===== src/rtl/idle_backoff_pkg.sv =====
package idle_backoff_pkg;

  typedef enum logic [1:0] {
    HINT_NONE  = 2'd0,
    HINT_LIGHT = 2'd1,
    HINT_DEEP  = 2'd2
  } hint_e;

  // Sleep length for a given backoff count.
  function automatic int unsigned backoff_len(
    input int unsigned cnt,
    input int unsigned lin_end,
    input int unsigned deep_at,
    input int unsigned light_us,
    input int unsigned deep_us
  );
    if (cnt < lin_end)      return cnt;
    else if (cnt < deep_at) return light_us;
    else                    return deep_us;
  endfunction

  // Idle-depth hint for a given backoff count.
  function automatic hint_e backoff_hint(
    input int unsigned cnt,
    input int unsigned lin_end,
    input int unsigned deep_at
  );
    if (cnt < lin_end)      return HINT_NONE;
    else if (cnt < deep_at) return HINT_LIGHT;
    else                    return HINT_DEEP;
  endfunction

endpackage


===== src/rtl/backoff_run_tracker.sv =====
module backoff_run_tracker #(
  parameter int PKT_W     = 8,
  parameter int CNT_W     = 12,
  parameter int START_RUN = 5,
  localparam int RUN_W    = $clog2(START_RUN + 1)
) (
  input  logic             clk,
  input  logic             rst_n,
  input  logic             poll_valid,
  input  logic [PKT_W-1:0] poll_pkts,
  output logic [RUN_W-1:0] run_q,
  output logic [CNT_W-1:0] cnt_q,
  output logic [CNT_W-1:0] cnt_d
);

  localparam logic [RUN_W-1:0] RUN_FULL = RUN_W'(START_RUN);
  localparam logic [CNT_W-1:0] CNT_MAX  = '1;

  logic [RUN_W-1:0] run_d;
  logic             pkts_seen;

  assign pkts_seen = (poll_pkts != '0);

  // Next state: run length grows to START_RUN, then the count ramps.
  always_comb begin
    run_d = run_q;
    cnt_d = cnt_q;
    if (poll_valid) begin
      if (pkts_seen) begin
        run_d = '0;
        cnt_d = '0;
      end else if (run_q != RUN_FULL) begin
        run_d = run_q + 1'b1;
      end else if (cnt_q != CNT_MAX) begin
        cnt_d = cnt_q + 1'b1;
      end
    end
  end

  always_ff @(posedge clk or negedge rst_n) begin
    if (!rst_n) begin
      run_q <= '0;
      cnt_q <= '0;
    end else if (poll_valid) begin
      run_q <= run_d;
      cnt_q <= cnt_d;
    end
  end

endmodule


===== src/rtl/backoff_sleep_map.sv =====
module backoff_sleep_map
  import idle_backoff_pkg::*;
#(
  parameter int CNT_W    = 12,
  parameter int US_W     = 10,
  parameter int LIN_END  = 100,
  parameter int DEEP_AT  = 1000,
  parameter int LIGHT_US = 100,
  parameter int DEEP_US  = 500
) (
  input  logic [CNT_W-1:0] cnt,
  output logic             req,
  output logic [US_W-1:0]  us,
  output logic [1:0]       hint
);

  int unsigned len_w;
  hint_e       hint_w;

  always_comb begin
    len_w  = backoff_len(32'(cnt), LIN_END, DEEP_AT, LIGHT_US, DEEP_US);
    hint_w = backoff_hint(32'(cnt), LIN_END, DEEP_AT);
    us     = US_W'(len_w);
    hint   = hint_w;
    req    = (cnt != '0);
  end

endmodule


===== src/rtl/backoff_sleep_accum.sv =====
module backoff_sleep_accum
  import idle_backoff_pkg::*;
#(
  parameter int CNT_W    = 12,
  parameter int US_W     = 10,
  parameter int ACC_W    = 24,
  parameter int LIN_END  = 100,
  parameter int DEEP_AT  = 1000,
  parameter int LIGHT_US = 100,
  parameter int DEEP_US  = 500
) (
  input  logic             clk,
  input  logic             rst_n,
  input  logic             poll_valid,
  input  logic             win_end,
  input  logic [CNT_W-1:0] cnt_next,
  output logic [ACC_W-1:0] acc_q
);

  logic [ACC_W-1:0] acc_d;
  logic [ACC_W-1:0] base;
  logic [ACC_W:0]   sum;
  logic [US_W-1:0]  add_us;
  logic             acc_en;

  assign acc_en = poll_valid | win_end;

  // The sleep granted by this poll is the one for the updated count.
  always_comb begin
    add_us = US_W'(backoff_len(32'(cnt_next), LIN_END, DEEP_AT, LIGHT_US, DEEP_US));
    base   = win_end ? '0 : acc_q;
    sum    = {1'b0, base} + (ACC_W + 1)'(add_us);
    if (!poll_valid)   acc_d = base;
    else if (sum[ACC_W]) acc_d = '1;
    else               acc_d = sum[ACC_W-1:0];
  end

  always_ff @(posedge clk or negedge rst_n) begin
    if (!rst_n)      acc_q <= '0;
    else if (acc_en) acc_q <= acc_d;
  end

endmodule


===== src/rtl/idle_backoff_ctrl.sv =====
module idle_backoff_ctrl #(
  parameter int PKT_W     = 8,
  parameter int CNT_W     = 12,
  parameter int US_W      = 10,
  parameter int ACC_W     = 24,
  parameter int START_RUN = 5,
  parameter int LIN_END   = 100,
  parameter int DEEP_AT   = 1000,
  parameter int LIGHT_US  = 100,
  parameter int DEEP_US   = 500
) (
  input  logic             clk,
  input  logic             rst_n,
  input  logic             poll_valid,
  input  logic [PKT_W-1:0] poll_pkts,
  input  logic             win_end,
  output logic             sleep_req,
  output logic [US_W-1:0]  sleep_us,
  output logic [1:0]       cstate_hint,
  output logic [ACC_W-1:0] accum_us
);

  localparam int RUN_W = $clog2(START_RUN + 1);

  logic [RUN_W-1:0] run_q;
  logic [CNT_W-1:0] cnt_q;
  logic [CNT_W-1:0] cnt_d;

  backoff_run_tracker #(
    .PKT_W(PKT_W), .CNT_W(CNT_W), .START_RUN(START_RUN)
  ) u_track (
    .clk(clk), .rst_n(rst_n), .poll_valid(poll_valid), .poll_pkts(poll_pkts),
    .run_q(run_q), .cnt_q(cnt_q), .cnt_d(cnt_d)
  );

  backoff_sleep_map #(
    .CNT_W(CNT_W), .US_W(US_W), .LIN_END(LIN_END), .DEEP_AT(DEEP_AT),
    .LIGHT_US(LIGHT_US), .DEEP_US(DEEP_US)
  ) u_map (
    .cnt(cnt_q), .req(sleep_req), .us(sleep_us), .hint(cstate_hint)
  );

  backoff_sleep_accum #(
    .CNT_W(CNT_W), .US_W(US_W), .ACC_W(ACC_W), .LIN_END(LIN_END),
    .DEEP_AT(DEEP_AT), .LIGHT_US(LIGHT_US), .DEEP_US(DEEP_US)
  ) u_acc (
    .clk(clk), .rst_n(rst_n), .poll_valid(poll_valid), .win_end(win_end),
    .cnt_next(cnt_d), .acc_q(accum_us)
  );

endmodule


===== config.mk =====
export PLATFORM = sky130hd
export DESIGN_NAME = idle_backoff_ctrl
export DESIGN_NICKNAME = d
export VERILOG_FILES = /design/src/rtl/idle_backoff_pkg.sv /design/src/rtl/backoff_run_tracker.sv /design/src/rtl/backoff_sleep_map.sv /design/src/rtl/backoff_sleep_accum.sv /design/src/rtl/idle_backoff_ctrl.sv
export SDC_FILE = /design/constraint.sdc
export NUM_CORES = 1
export LEC_CHECK = 0
export ABC_AREA = 1
export BUFFER_PORTS_ARGS = -buffer_cell sky130_fd_sc_hd__buf_2
export CAP_MARGIN = 10
export CORE_MARGIN = 1.5
export CORE_UTILIZATION = 60
export DETAILED_ROUTE_END_ITERATION = 16
export MAX_ROUTING_LAYER = met4
export PLACE_DENSITY = 0.92
export SLEW_MARGIN = 20
export SYNTH_ARGS = -nofsm -noshare
export SYNTH_HDL_FRONTEND = slang
export SYNTH_SLANG_ARGS = --single-unit

===== constraint.sdc =====
create_clock -name clk -period 8 [get_ports clk]
set_input_delay 0.4 -clock clk [delete_from_list [all_inputs] [get_ports clk]]
set_output_delay 0.4 -clock clk [all_outputs]
set_load 0.02 [all_outputs]

After elaboration in Yosys (flattened, before gate mapping)
Index checks and enable logic that the tools add are counted.
- add/sub/neg operators: 3
- magnitude comparators: 4
- equality and inequality tests: 2
- multiplexer cells: 15
- bitwise operators: 1
- reduce and logical (&&, ||, !) cells: 4
- operator list (kind ; number):
    24-bit two-way mux ; 3
    12-bit two-way mux ; 4
    24-bit by 10-bit adder with 25-bit output ; 1
    12-bit by 10-bit < comparator with 1-bit output (second input constant) ; 2
    12-bit by 7-bit < comparator with 1-bit output (second input constant) ; 2
    10-bit two-way mux ; 2
    9-bit two-way mux ; 2
    12-bit by 1-bit adder with 12-bit output (second input constant) ; 1
    12-bit inequality test (second input constant) ; 1
    12-bit nonzero test ; 1
    8-bit nonzero test ; 1
    3-bit two-way mux ; 2
    2-bit two-way mux ; 2
    3-bit by 1-bit adder with 3-bit output (second input constant) ; 1
    3-bit inequality test (second input constant) ; 1
    2-bit AND reduction ; 1
    2-bit nonzero test ; 1
    1-bit bitwise OR ; 1
- register bits: 39
- bits of input ports: 12
- output and inout bits: 37
- logic and storage cells: 32

Logic depth before layout (Yosys ltp)
- depth after elaboration: 11
- gate-level depth with buffers: 28
- gate-level depth less buffers: 28

Hierarchy
Synthesis repeated with hierarchy kept, for this count alone.
- cell total of the unflattened synthesis: 569
- area, all modules: 3520.9 um^2
- by module, submodules not included (module ; instances ; cells each ; area an instance (um^2) ; seq. area each (um^2)):
    backoff_sleep_accum ; 1 ; 351 ; 2198.4 ; 600.6
    backoff_run_tracker ; 1 ; 175 ; 1127.3 ; 375.4
    backoff_sleep_map ; 1 ; 43 ; 195.2 ; 0.0

Worst setup path after synthesis
No wires, ideal clock.
- kind: reg-to-reg
- from: register u_track.cnt_q[1]
- to: register u_acc.acc_q[11]
- arrival time: 3178 ps
- path slack: 4689 ps
- cell stages (with the launch flop): 23
- buffers on the path: 0
- cells stage by stage: dfrtp_1 -> ha_1 -> nand2_4 -> nor2_8 -> nand3_4 -> nand4_1 -> inv_1 -> nand2_1 -> nand3_1 -> nand3_1 -> nand2_1 -> nand2_2 -> nor2_1 -> ha_1 -> fa_1 -> nand3_1 -> nand2_1 -> a21oi_1 -> o21ai_0 -> nand2_1 -> inv_1 -> nand2_1 -> nand3_1
- cells in the longest elaborated chain, start to end: 11
- elaborated cells on any way between the ends: 13
- ends and longest elaborated chain (item ; line ; source):
    start, declared ; backoff_run_tracker.sv:12 ; output logic [CNT_W-1:0] cnt_q,
    start signal, assigned ; backoff_run_tracker.sv:46 ; cnt_q <= cnt_d;
    12-bit by 1-bit adder with 12-bit output or 12-bit inequality test (tied branches) ; backoff_run_tracker.sv:35, backoff_run_tracker.sv:34 ;
    12-bit two-way mux ; backoff_run_tracker.sv:34 ; end else if (cnt_q != CNT_MAX) begin
    12-bit two-way mux ; backoff_run_tracker.sv:32 ; end else if (run_q != RUN_FULL) begin
    12-bit two-way mux ; backoff_run_tracker.sv:29 ; if (pkts_seen) begin
    12-bit two-way mux * ; backoff_run_tracker.sv:28 ; if (poll_valid) begin
    12-bit by 10-bit < comparator with 1-bit output ; idle_backoff_pkg.sv:18 ; else if (cnt < deep_at) return light_us;
    9-bit two-way mux ; idle_backoff_pkg.sv:18 ;
    10-bit two-way mux * ; idle_backoff_pkg.sv:17 ; if (cnt < lin_end) return cnt;
    24-bit by 10-bit adder with 25-bit output * ; backoff_sleep_accum.sv:32 ; sum = {1'b0, base} + (ACC_W + 1)'(add_us);
    24-bit two-way mux * ; backoff_sleep_accum.sv:34 ; else if (sum[ACC_W]) acc_d = '1;
    24-bit two-way mux * ; backoff_sleep_accum.sv:33 ; if (!poll_valid) acc_d = base;
    end signal, assigned ; backoff_sleep_accum.sv:39 ; if (!rst_n) acc_q <= '0;
    end signal, assigned ; backoff_sleep_accum.sv:40 ; else if (acc_en) acc_q <= acc_d;
    end, declared ; backoff_sleep_accum.sv:17 ; output logic [ACC_W-1:0] acc_q
Mark *: on every way between the ends. The rest lies on a longest branch, timed or not.
A chain may end at the register's enable or synchronous reset.

Worst setup path after layout
- from: register u_track.cnt_q[1]
- to: register u_acc.acc_q[19]
The elaborated chain is that of the path after synthesis.

==> flow_summary.rst <==
.. list-table::
   :header-rows: 1

   * - Metric
     - Value
   * - Leakage
     - between 2 and 2.5 nW
   * - Max Buffers Root-to-Sink
     - 2
   * - Detailed placer's ending HPWL
     - approximately 6.4 mm
   * - Fraction of layout cells with a size suffix above 1
     - between 15 and 20%
   * - Clk network pwr share
     - between 40% and 50%
   * - Root Buffer
     - sky130_fd_sc_hd__clkbuf_8
   * - Type of the worst setup path
     - reg2reg
   * - Arrival time at the worst endpoint
     - between 4000 and 5000 ps
   * - Utilization after layout
     - a little over two thirds
   * - DRT Pass-1 Iters
     - 5
   * - Tightest Pin Transition
     - between 800 and 900 ps
   * - Power spent charging and discharging nets
     - ~0.00010 W
   * - Setup violators final
     - 0
   * - Register area share after synthesis
     - 29.7%
   * - Total wire length after detailed routing
     - around 8.6 mm
   * - Layout area overhead
     - 11.8%
   * - Summed instance area of the synthesized netlist
     - ~3300 µm²
   * - Count of input and output buffers
     - 47
   * - Final layout net count
     - 560
   * - Count of flip-flops with a built-in enable after synthesis
     - 0
   * - Residual antenna-violating net count after detailed routing
     - 0
   * - RSZ-0062 raised after global routing
     - no
   * - Type of element launching the critical path
     - register
   * - Number of sinks handled by clock tree synthesis
     - 39
   * - Routed wire per std cell
     - roughly 14 µm
   * - Synth Register Bits
     - 39
   * - Post-detailed-route via-to-cell ratio
     - about 5.7
   * - Unique masters post-synth
     - 45
   * - Number of instances resized during post-cts repair
     - 0
   * - Async S/R FF share, synth
     - 100%
   * - Initial antenna violation count
     - 0
   * - Fillers
     - 420
   * - CTS HTree Levels
     - 2
   * - Multi-input gate area in the final layout
     - slightly below 2000 µm²
   * - Initial standard-cell utilization of the core
     - a little over three fifths
   * - Detailed-route via count
     - between 3,000 and 4,000
   * - Global-route wire length before repair
     - 15.0 mm
   * - Worst slack after detailed placement
     - between 3000 and 4000 ps
   * - Number of clock buffers inserted by TritonCTS
     - 5
   * - Worst-path fanout max
     - 9
   * - Dominant register cell in the synthesized netlist
     - sky130_fd_sc_hd__dfrtp_1
   * - Total DRC errors in the routed layout
     - 0
   * - Worst setup slack for register-to-register paths
     - just over 4000 ps
   * - Final Max Slew Viols
     - 0
   * - Final weighted congestion of routability-driven global placement
     - a little over 0.9
   * - Power share of the combinational group
     - 9.2%
   * - CTS tree
     - done
   * - Power density over the cells
     - 112 nW/µm²
   * - Maximum clock rate
     - 254 MHz
   * - CTS clock-pin slew for the worst setup and hold paths
     - about 80 ps
   * - Beginning of the critical path
     - u_track.cnt_q[1]
   * - Internal power contribution
     - 0.000310 W
   * - Setup Skew
     - just over 6 ps
   * - Cells taking the most area after synthesis
     - sky130_fd_sc_hd__dfrtp_1, sky130_fd_sc_hd__nand2_1, sky130_fd_sc_hd__nand3_1, sky130_fd_sc_hd__inv_1, sky130_fd_sc_hd__nor2_1
   * - Antenna diodes
     - 0
   * - Number of buffers inserted to repair setup after CTS
     - 0
   * - Number of ports placed on the die boundary
     - 49
   * - Nature of the critical path endpoint
     - register
   * - Crit path setup slack, layout
     - about 4000 ps
   * - Syn avg cell area
     - around 6.7 µm²
   * - GRT overflow
     - 0
   * - Startpoint of the lowest-slack register-to-register path
     - u_track.cnt_q[1]
   * - Switching share of total power
     - 24.7%
   * - Height of the die
     - slightly below 80 µm
   * - Iteration-0 DRC Markers
     - between 300 and 400
   * - Row cnt
     - 26
   * - Number of maximum-capacitance constraint violations
     - 0
   * - Die width
     - a little under 80 µm
   * - Crit path largest cell delay
     - roughly 430 ps
   * - Number of global-route vias before repair
     - between 3,000 and 4,000
   * - Period utilization
     - between 40% and 50%
   * - Max transition margin
     - between 40% and 50%
   * - Endpoint required time on the critical path
     - 8170 ps
   * - Cell-by-cell listing of the critical path
     - ha_1 > nand2_4 > nor2_8 > nand3_4 > nand4_1 > nor2_1 > nand2_1 > nand2_1 > nor2_1 > nand2_1 > nand2_2 > nor2_1 > ha_1 > fa_1 > nand3_1 > nand2_1 > a21oi_1 > o21ai_0 > nand2_1 > inv_1 > nand2_1 > nand3_1
   * - Worst r2r dst
     - u_acc.acc_q[19]
   * - Total area of sequential cells
     - between 900 and 1000 µm²
   * - Peak supply drop
     - approximately 0.000089 V
   * - Worst path most repeated cell
     - sky130_fd_sc_hd__nand2_1
   * - Worst hold path type
     - in2async
   * - Outcome
     - complete, no violations
   * - Total count of hold-check failures in the final report
     - 0
   * - Placeable core region
     - 5200 µm²
   * - Clock period minus worst slack
     - 3940 ps
   * - Post-synthesis instance total
     - 488
   * - CTS Hold Bufs
     - 0
   * - Slowest library cell on the worst path
     - sky130_fd_sc_hd__dfrtp_1
   * - FF-to-FF path depth
     - 22
   * - Die area
     - about 5900 µm²
   * - Clock insertion delay at the later pin of the skew report
     - approximately 290 ps
   * - Synthesis warning total
     - 0
   * - Cell type with the largest total area after synthesis
     - sky130_fd_sc_hd__dfrtp_1
   * - GRT Resource Usage Total
     - roughly a third
   * - Setup_tns
     - 0 ps
   * - Sequential share of power
     - between 40% and 50%
   * - Proportion of netlist area held by the largest area contributor
     - between 20 and 30%
   * - Largest net degree at the start of global routing
     - 40
-- final cells by class --
type                       instances  share of cell area, %
multi-input combinational        366                   53.8
sequential                        39                   26.6
inverter                          74                   7.63
timing repair buffer              47                   6.40
tap                               70                   2.38
clock buffer                       6                   2.25
clock inverter                     2                  0.954
-- flip-flops by register name, indices dropped and copies added, names as in the netlist --
name,cells
u_acc.acc_q,24
u_track.cnt_q,12
u_track.run_q,3
-- cell usage after synthesis, types with 3 or more instances --
master / count
sky130_fd_sc_hd__a21oi_1: 13
sky130_fd_sc_hd__clkbuf_1: 4
sky130_fd_sc_hd__dfrtp_1: 39
sky130_fd_sc_hd__ha_1: 14
sky130_fd_sc_hd__inv_1: 70
sky130_fd_sc_hd__nand2_1: 105
sky130_fd_sc_hd__nand2_2: 6
sky130_fd_sc_hd__nand3_1: 53
sky130_fd_sc_hd__nand3_2: 3
sky130_fd_sc_hd__nand4_1: 16
sky130_fd_sc_hd__nor2_1: 62
sky130_fd_sc_hd__nor2_2: 7
sky130_fd_sc_hd__nor2_4: 3
sky130_fd_sc_hd__nor3_1: 5
sky130_fd_sc_hd__o21ai_0: 31
sky130_fd_sc_hd__o21ai_1: 6
sky130_fd_sc_hd__o311ai_0: 3
sky130_fd_sc_hd__or2_2: 3
sky130_fd_sc_hd__xor2_1: 9
-- placed cells by master, fill, tap and decap left out, types with 9 or more instances in the layout --
cell                      count
sky130_fd_sc_hd__nand2_1    105
sky130_fd_sc_hd__inv_1       70
sky130_fd_sc_hd__nor2_1      62
sky130_fd_sc_hd__nand3_1     53
sky130_fd_sc_hd__buf_2       47
sky130_fd_sc_hd__dfrtp_1     39
sky130_fd_sc_hd__o21ai_0     31
sky130_fd_sc_hd__nand4_1     16
sky130_fd_sc_hd__ha_1        14
sky130_fd_sc_hd__a21oi_1     13
sky130_fd_sc_hd__xor2_1       9
-- kinds of logic (layout without fill, tap and decap cells) --
| group | count (synthesis) | count (layout) | synth area share [%] |
|---|---|---|---|
| xor gates and xnor gates | 11 | 11 | 2.93 |
| and+or+nand+nor | 277 | 277 | 40.8 |
| DFF | 39 | 39 | 29.7 |
| adders and majority gates | 15 | 15 | 5.94 |
| AOI/OAI and AO/OA | 61 | 61 | 10.3 |
| other | 1 | 2 | 0.114 |
| buffers and inverters | 84 | 129 | 10.2 |
-- critical path, delay by kind of cell (launching register included) --
family                     cells  cell delay [ps]
AOI/OAI and AO/OA              2              410
buffers and inverters          1               60
adders and majority gates      3              960
DFF                            1              430
and+or+nand+nor               16             1930
-- power by group through the flow --
stage	Sequential [W]	Combinational [W]	Clock (W)
floorplan	0.000209	0.0000197	0
global placement	0.000206	0.0000356	0
detailed placement	0.000205	0.0000369	0
CTS	0.000202	0.0000373	0.000174
global route	0.000202	0.0000417	0.000182
finish	0.000202	0.0000377	0.000173
-- through the flow --
stage / hold slack (ps) / instances / power [W] / area (µm²)
2_1_floorplan: 104 / 489 / 0.000228 / 3290
3_3_place_gp: 501 / 596 / 0.000241 / 3560
3_5_place_dp: 528 / 596 / 0.000242 / 3560
4_1_cts: 256 / 604 / 0.000413 / 3670
5_1_grt: 299 / 604 / 0.000426 / 3670
6_report: 214 / 604 / 0.000412 / 3670
-- how the worst max path moves through the flow --
stage	endpoint	slack (ps)	cells past startpoint
after floorplan	u_acc.acc_q[11]	4690	22
after global placement	u_acc.acc_q[21]	4120	20
after detailed placement	u_acc.acc_q[20]	3970	20
after CTS	u_acc.acc_q[20]	4130	22
after global routing	u_acc.acc_q[18]	3710	22
final	u_acc.acc_q[19]	4060	22
-- routing by layer --
layer / share of wire (%) / global-route usage, %
met5: 0 / -
met1: 41 / 38.1
met4: 2.0 / 11.1
met2: 50 / 55.1
met3: 6.8 / 4.64
(Power assumes the default switching activity.)
